File: src/rtl/sc_t0_pkg.sv
package sc_t0_pkg;
    typedef logic [3:0] idx_t;

    // Frame positions; the order is the on-wire sequence.
    localparam idx_t IDX_START  = 4'd0;
    localparam idx_t IDX_PARITY = 4'd9;
    localparam idx_t IDX_GUARD1 = 4'd10;
    localparam idx_t IDX_GUARD2 = 4'd11;
    localparam idx_t IDX_ERRX   = 4'd12;
endpackage

File: src/rtl/sc_t0_bitsel.sv
// Maps the frame position and the captured byte/config onto the wire drive.
module sc_t0_bitsel
    import sc_t0_pkg::*;
(
    input  logic [7:0] data,
    input  logic       msb_first,
    input  logic       inv_data,
    input  logic       inv_par,
    input  idx_t       idx,
    output logic       drive_low
);
    logic [7:0] rev;
    logic [7:0] ordered;
    logic [2:0] pos;
    logic       lvl;

    for (genvar i = 0; i < 8; i++) begin : g_rev
        assign rev[i] = data[7-i];
    end

    always_comb begin
        ordered = msb_first ? rev : data;
        pos     = 3'(idx - 4'd1);
        lvl     = 1'b1;
        if (idx == IDX_START) begin
            lvl = 1'b0;
        end else if (idx < IDX_PARITY) begin
            lvl = ordered[pos] ^ inv_data;
        end else if (idx == IDX_PARITY) begin
            lvl = (^data) ^ inv_par;
        end
        drive_low = ~lvl;
    end
endmodule

File: src/rtl/sc_t0_retry.sv
// Counts resends of the current byte; reports when the limit is reached.
module sc_t0_retry #(
    parameter int MAX_RETRY = 3
) (
    input  logic clk,
    input  logic rst_n,
    input  logic clear,
    input  logic bump,
    output logic exhausted
);
    localparam int RW = (MAX_RETRY < 1) ? 1 : $clog2(MAX_RETRY + 1);

    logic [RW-1:0] cnt_d, cnt_q;

    always_comb begin
        cnt_d = cnt_q;
        if (clear) begin
            cnt_d = '0;
        end else if (bump) begin
            cnt_d = cnt_q + RW'(1);
        end
    end

    always_ff @(posedge clk or negedge rst_n) begin
        if (!rst_n) cnt_q <= '0;
        else        cnt_q <= cnt_d;
    end

    assign exhausted = (cnt_q >= RW'(MAX_RETRY));
endmodule

File: src/rtl/sc_t0_tx.sv
module sc_t0_tx
    import sc_t0_pkg::*;
#(
    parameter int SUBS      = 16,
    parameter int MAX_RETRY = 3
) (
    input  logic       clk,
    input  logic       rst_n,
    input  logic       tick,
    input  logic       cfg_msb_first,
    input  logic       cfg_inv_data,
    input  logic       cfg_inv_par,
    input  logic       in_valid,
    input  logic [7:0] in_data,
    output logic       in_ready,
    input  logic       io_in,
    output logic       io_drive_low,
    output logic       busy,
    output logic       err_seen
);
    localparam int SW    = (SUBS < 2) ? 1 : $clog2(SUBS);
    localparam int SMID  = SUBS / 2;
    localparam int SLAST = SUBS - 1;

    typedef struct packed {
        logic          active;
        idx_t          idx;
        logic [SW-1:0] sub;
        logic [7:0]    data;
        logic          msb;
        logic          inv;
        logic          pinv;
        logic          nack;
        logic          err;
    } st_t;

    st_t  st_d, st_q;
    logic accept;
    logic bit_end;
    logic exhausted;
    logic retry_bump;
    logic sel_drive;
    idx_t cur_idx;

    assign accept     = in_valid && !st_q.active;
    assign bit_end    = st_q.active && tick && (st_q.sub == SW'(SLAST));
    assign retry_bump = bit_end && (st_q.idx == IDX_ERRX) && !exhausted;

    sc_t0_retry #(.MAX_RETRY(MAX_RETRY)) u_retry (
        .clk      (clk),
        .rst_n    (rst_n),
        .clear    (accept),
        .bump     (retry_bump),
        .exhausted(exhausted)
    );

    sc_t0_bitsel u_bitsel (
        .data     (st_q.data),
        .msb_first(st_q.msb),
        .inv_data (st_q.inv),
        .inv_par  (st_q.pinv),
        .idx      (st_q.idx),
        .drive_low(sel_drive)
    );

    always_comb begin
        st_d = st_q;
        if (accept) begin
            st_d.active = 1'b1;
            st_d.idx    = IDX_START;
            st_d.sub    = '0;
            st_d.data   = in_data;
            st_d.msb    = cfg_msb_first;
            st_d.inv    = cfg_inv_data;
            st_d.pinv   = cfg_inv_par;
            st_d.nack   = 1'b0;
        end else if (st_q.active && tick) begin
            // Single look at the wire, mid first guard period
            if (st_q.idx == IDX_GUARD1 && st_q.sub == SW'(SMID) && !io_in) begin
                st_d.nack = 1'b1;
            end
            if (st_q.sub == SW'(SLAST)) begin
                st_d.sub = '0;
                if (st_q.idx == IDX_GUARD2) begin
                    if (st_q.nack) st_d.idx = IDX_ERRX;
                    else           st_d.active = 1'b0;
                end else if (st_q.idx == IDX_ERRX) begin
                    st_d.nack = 1'b0;
                    if (exhausted) begin
                        st_d.active = 1'b0;
                        st_d.err    = 1'b1;
                    end else begin
                        st_d.idx = IDX_START;
                    end
                end else begin
                    st_d.idx = st_q.idx + 4'd1;
                end
            end else begin
                st_d.sub = st_q.sub + SW'(1);
            end
        end
    end

    always_ff @(posedge clk or negedge rst_n) begin
        if (!rst_n) st_q <= '0;
        else        st_q <= st_d;
    end

    assign cur_idx      = st_q.idx;
    assign in_ready     = !st_q.active;
    assign busy         = st_q.active;
    assign err_seen     = st_q.err;
    assign io_drive_low = st_q.active && sel_drive;
endmodule

File: config.mk
export PLATFORM = sky130hd
export DESIGN_NAME = sc_t0_tx
export DESIGN_NICKNAME = d
export VERILOG_FILES = /design/src/rtl/sc_t0_pkg.sv /design/src/rtl/sc_t0_bitsel.sv /design/src/rtl/sc_t0_retry.sv /design/src/rtl/sc_t0_tx.sv
export SDC_FILE = /design/constraint.sdc
export NUM_CORES = 1
export LEC_CHECK = 0
export ABC_CLOCK_PERIOD_IN_PS = 1970
export BUFFER_PORTS_ARGS = -buffer_cell sky130_fd_sc_hd__buf_2
export CORE_MARGIN = 2
export CORE_UTILIZATION = 35
export CTS_BUF_LIST = sky130_fd_sc_hd__clkbuf_8
export CTS_CLUSTER_DIAMETER = 200
export DETAILED_ROUTE_END_ITERATION = 10
export SYNTH_ARGS = -nofsm -noshare
export SYNTH_HDL_FRONTEND = slang
export SYNTH_SLANG_ARGS = --single-unit
File: constraint.sdc
create_clock -name clk -period 1.97 [get_ports clk]
set_input_delay 0.2955 -clock clk [delete_from_list [all_inputs] [get_ports clk]]
set_output_delay 0.2955 -clock clk [all_outputs]
set_load 0.005 [all_outputs]
==> results.txt <==
* Leakage power figure: 0.870 nW
- The number of nets in the synthesized netlist is 177.
- Routed via count: 1149
- Across all setup checks in the final design, the least slack found is -389 ps.
* Final hold violations: 0
- The critical path ends at io_drive_low.
* Cell internal power dissipation: 0.000997 W
- For this run, asynchronously set or reset flops after synthesis account for 1.00.
- Slew headroom: 0.638
- The Yosys step of the flow raised 0 warnings.
* Power share of the sequential group: 0.423
- Part of the total power dissipated in the clock network: 0.192
- Post-Synthesis Cells: 153
- Endpoint of the worst-slack reg-to-reg timing path: cur_idx[1]$_DFFE_PN0P_
* Library cell occupying the most area in the post-synthesis netlist: sky130_fd_sc_hd__dfrtp_1
- The final reports fail on setup timing.
- The largest single stage delay on the critical path is 430 ps.
- Synthesis instantiated 34 different standard cells from the library.
- Crit-path most repeated cell: sky130_fd_sc_hd__xnor2_1
* Sort of element at the end of the critical path: output pin
* Post-DP HPWL: 2270 µm
- For the pin with the worst max-slew slack, the measured transition is 544 ps.
* Number of enable flip-flop cells after synthesis: 0
- The worst register-to-register path has a depth of 7.
* Maximum number of pins on one net before global-route repair: 25
- TritonCTS clock tree: done
- Slowest stage cell on the critical path: sky130_fd_sc_hd__dfrtp_1
- PnR Total Power: 0.00149 W
* Clock Skew: 5.72 ps
- Proportion of power drawn by combinational gates: 0.385
- Switching power of the nets: 0.000495 W
- The detail route stage leaves a number of antenna-violating nets equal to 0.
- In this run the register-to-register setup slack is 180 ps.
- Max-cap violations in this run came to 0.
* Mean instance size in the synthesized netlist: 9.60 µm²
* Routed length per instance: 13.6 µm
- Counting I/O delays and the setup requirement, the final critical path takes 2360 ps.
* Arrival time worst endpoint: 2060 ps
* Timing startpoint of the critical path: st_q[9]$_DFFE_PN0P_
- The core region is 4030 µm².
- Worst min-delay path class: primary input to asynchronous set/reset pin
- Placed Cells incl. Taps: 223
- The repair_antennas step left the layout with diodes totalling 0.
* Cell area reported after detailed placement: 1650 µm²
- Clock-pin slew was measured on the worst setup and hold paths at 80 ps.
- DRT iter0 DRCs: 72
* Total negative slack: -389 ps
- Period utilization: 1.20
- Count leader, synth: sky130_fd_sc_hd__nand2_1
* Hold buffer count at CTS: 0
* Highest achievable clock rate: 424 MHz
- In this run the core area contains 23 standard-cell rows.
- Of the total power, the share spent switching nets is 0.332.
- Die Height: 68.8 µm
- The synthesized design contains 24 register bits.
- Counting every sink on the clock net gives 24.
- Type of element launching the critical path: register
* Maximum ir drop on the vdd rail: 0.392 mV
- Once layout is complete, the utilization of the core stands at 0.426.
* Post-synthesis sequential area ratio: 0.409
- CTS Root Cell: sky130_fd_sc_hd__clkbuf_8
- Combined area of all synthesized cells: 1470 µm²
- Routability-driven placement finished with a final weighted congestion of 0.777.
- The floorplan step defined a die boundary enclosing 4730 µm².
- In this run the number of H-tree levels came out at 1.
- DRC violations left: 0
* Fraction of layout cells with a size suffix above 1: 0.203
* Primary FF master, synth: sky130_fd_sc_hd__dfrtp_1
* Worst r2r src: cur_idx[0]$_DFFE_PN0P_
- For this configuration, the core starts out at a cell density of 0.365.
- Final wirelength: 3100 µm
- Final Max Tran Viols: 0
* Wire length of the first global-routing pass: 5410 µm
- Initial antenna violation count: 0
* Design area: 1720 µm²
- The clock passes through at most 2 buffers.
- In the routed layout, each cell is associated on average with a via count of 5.06.
- Clock latency on the worst-skew pair, taken at its later pin, is 260 ps.
* Leading cell types by count after synthesis: sky130_fd_sc_hd__nand2_1, sky130_fd_sc_hd__dfrtp_1, sky130_fd_sc_hd__ha_1
* Buffers added on ports: 19
* Cells along the critical path: xnor2_1, xnor3_1, xnor2_1, a41oi_1, o32ai_2, buf_2
* Fraction of post-synthesis cell area in the top cell type by area: 0.409
- Outcome: finished with violations
* Final global-route overflow total: 0
* Number of detailed-routing iterations run before antenna repair: 4
* Fill count: 415
- Dominant cells by area after synthesis: sky130_fd_sc_hd__dfrtp_1, sky130_fd_sc_hd__nand2_1, sky130_fd_sc_hd__mux4_1
- The area growth from synthesis to layout is 16.9%.
- The number of global-route vias before repair is 1145.
- The setup path with the least slack is of type register to output pin.
- Of all nets on the critical path, the largest fanout is 4.
* NumNets Final: 203
- Global-route usage over all layers: 0.156
- Setup repair after global routing could not meet its margin everywhere.
- Required time of the critical path: 1670 ps
- For this run, the number of standard cells in the final layout without fillers is 227.
- Overall die width: 68.8 µm
- Setup violators final: 1
- TritonCTS created 3 clock buffers.
* Power per Cell Area: 869 nW/µm²
- In this run the count of I/O pins placed on the die edge is 20.
## power by group through the flow
stage               sequential, W  combinational [W]  clock, W
floorplan                0.000627           0.000407         0
CTS                      0.000631           0.000553  0.000298
detailed placement       0.000642           0.000548         0
finish                   0.000631           0.000574  0.000286
global route             0.000640           0.000639  0.000326
global placement         0.000635           0.000534         0
## layer usage
metal,share of wire,track usage,vias up
li1,-,-,572
met1,0.43,0.188,555
met2,0.52,0.274,20
met3,0.037,0.0390,2
met4,0.0071,0.0490,0
met5,0,0,-
## registers in the layout, indices dropped and copies added, names as in the netlist
signal and flops:
st_q 16, cur_idx 4, u_retry.cnt_q 2, busy 1, err_seen 1
## worst min path at each step
stage | from | endpoint | depth (start not counted)
detailed placement | rst_n | busy$_DFFE_PN0P_ | 1
global placement | rst_n | cur_idx[3]$_DFFE_PN0P_ | 1
finish | rst_n | busy$_DFFE_PN0P_ | 1
global route | rst_n | busy$_DFFE_PN0P_ | 1
CTS | rst_n | busy$_DFFE_PN0P_ | 1
floorplan | rst_n | busy$_DFFE_PN0P_ | 0
## critical path, delay by kind of cell, from the launching register on
family                 cells  cell delay [ps]
buffers and inverters      1              150
AO/OA/AOI/OAI              2              440
flip-flops                 1              430
XOR/XNOR                   3              770
## cells by family after synthesis
kind of cell	share of synthesized area
adders and majority gates	0.0681
xor gates and xnor gates	0.0801
muxes	0.0988
and+or+nand+nor	0.191
buffers and inverters	0.0460
DFF	0.409
AOI/OAI and AO/OA	0.107
## cells in the final DEF, fill, tap and decap left out, drive strengths merged, types with 2 or more instances in the layout
master  netlist  layout
a21o          2       2
a21oi         6       6
a41oi         2       2
buf           4      29
clkbuf        4       3
dfrtp        24      24
ha            8       8
inv           7       7
mux2i         4       4
mux4          4       4
nand2        43      43
nand2b        2       2
nand3         4       4
nand4         2       2
nor2          5       5
nor2b         4       4
o21ai         4       4
o31ai         2       2
xnor2         7       7
xor2          3       3
## timing repair
action / 4_1_cts / 5_1_grt
setup endpoints to repair: 1 / 4
setup buffers: 0 / 1
gates cloned: 0 / 0
pin swaps: 0 / 5
resized for setup: 0 / 3
## per-stage QoR
step	worst slack (ps)	hold slack (ps)
5_1_grt	-484	32.5
3_5_place_dp	1.65	312
3_3_place_gp	10.3	314
2_1_floorplan	50.6	-0.0911
6_report	-389	2.98
4_1_cts	-295	18.7
## cell type report
class	instances	area (µm²)	share of cell area
clock buffers	3	41.3	0.0241
inverters	7	26.3	0.0153
flip-flops and latches	24	601	0.350
repair buffers	29	170	0.0991
multi-input cells	114	816	0.475
well taps	50	62.6	0.0364
(Power assumes the default switching activity.)
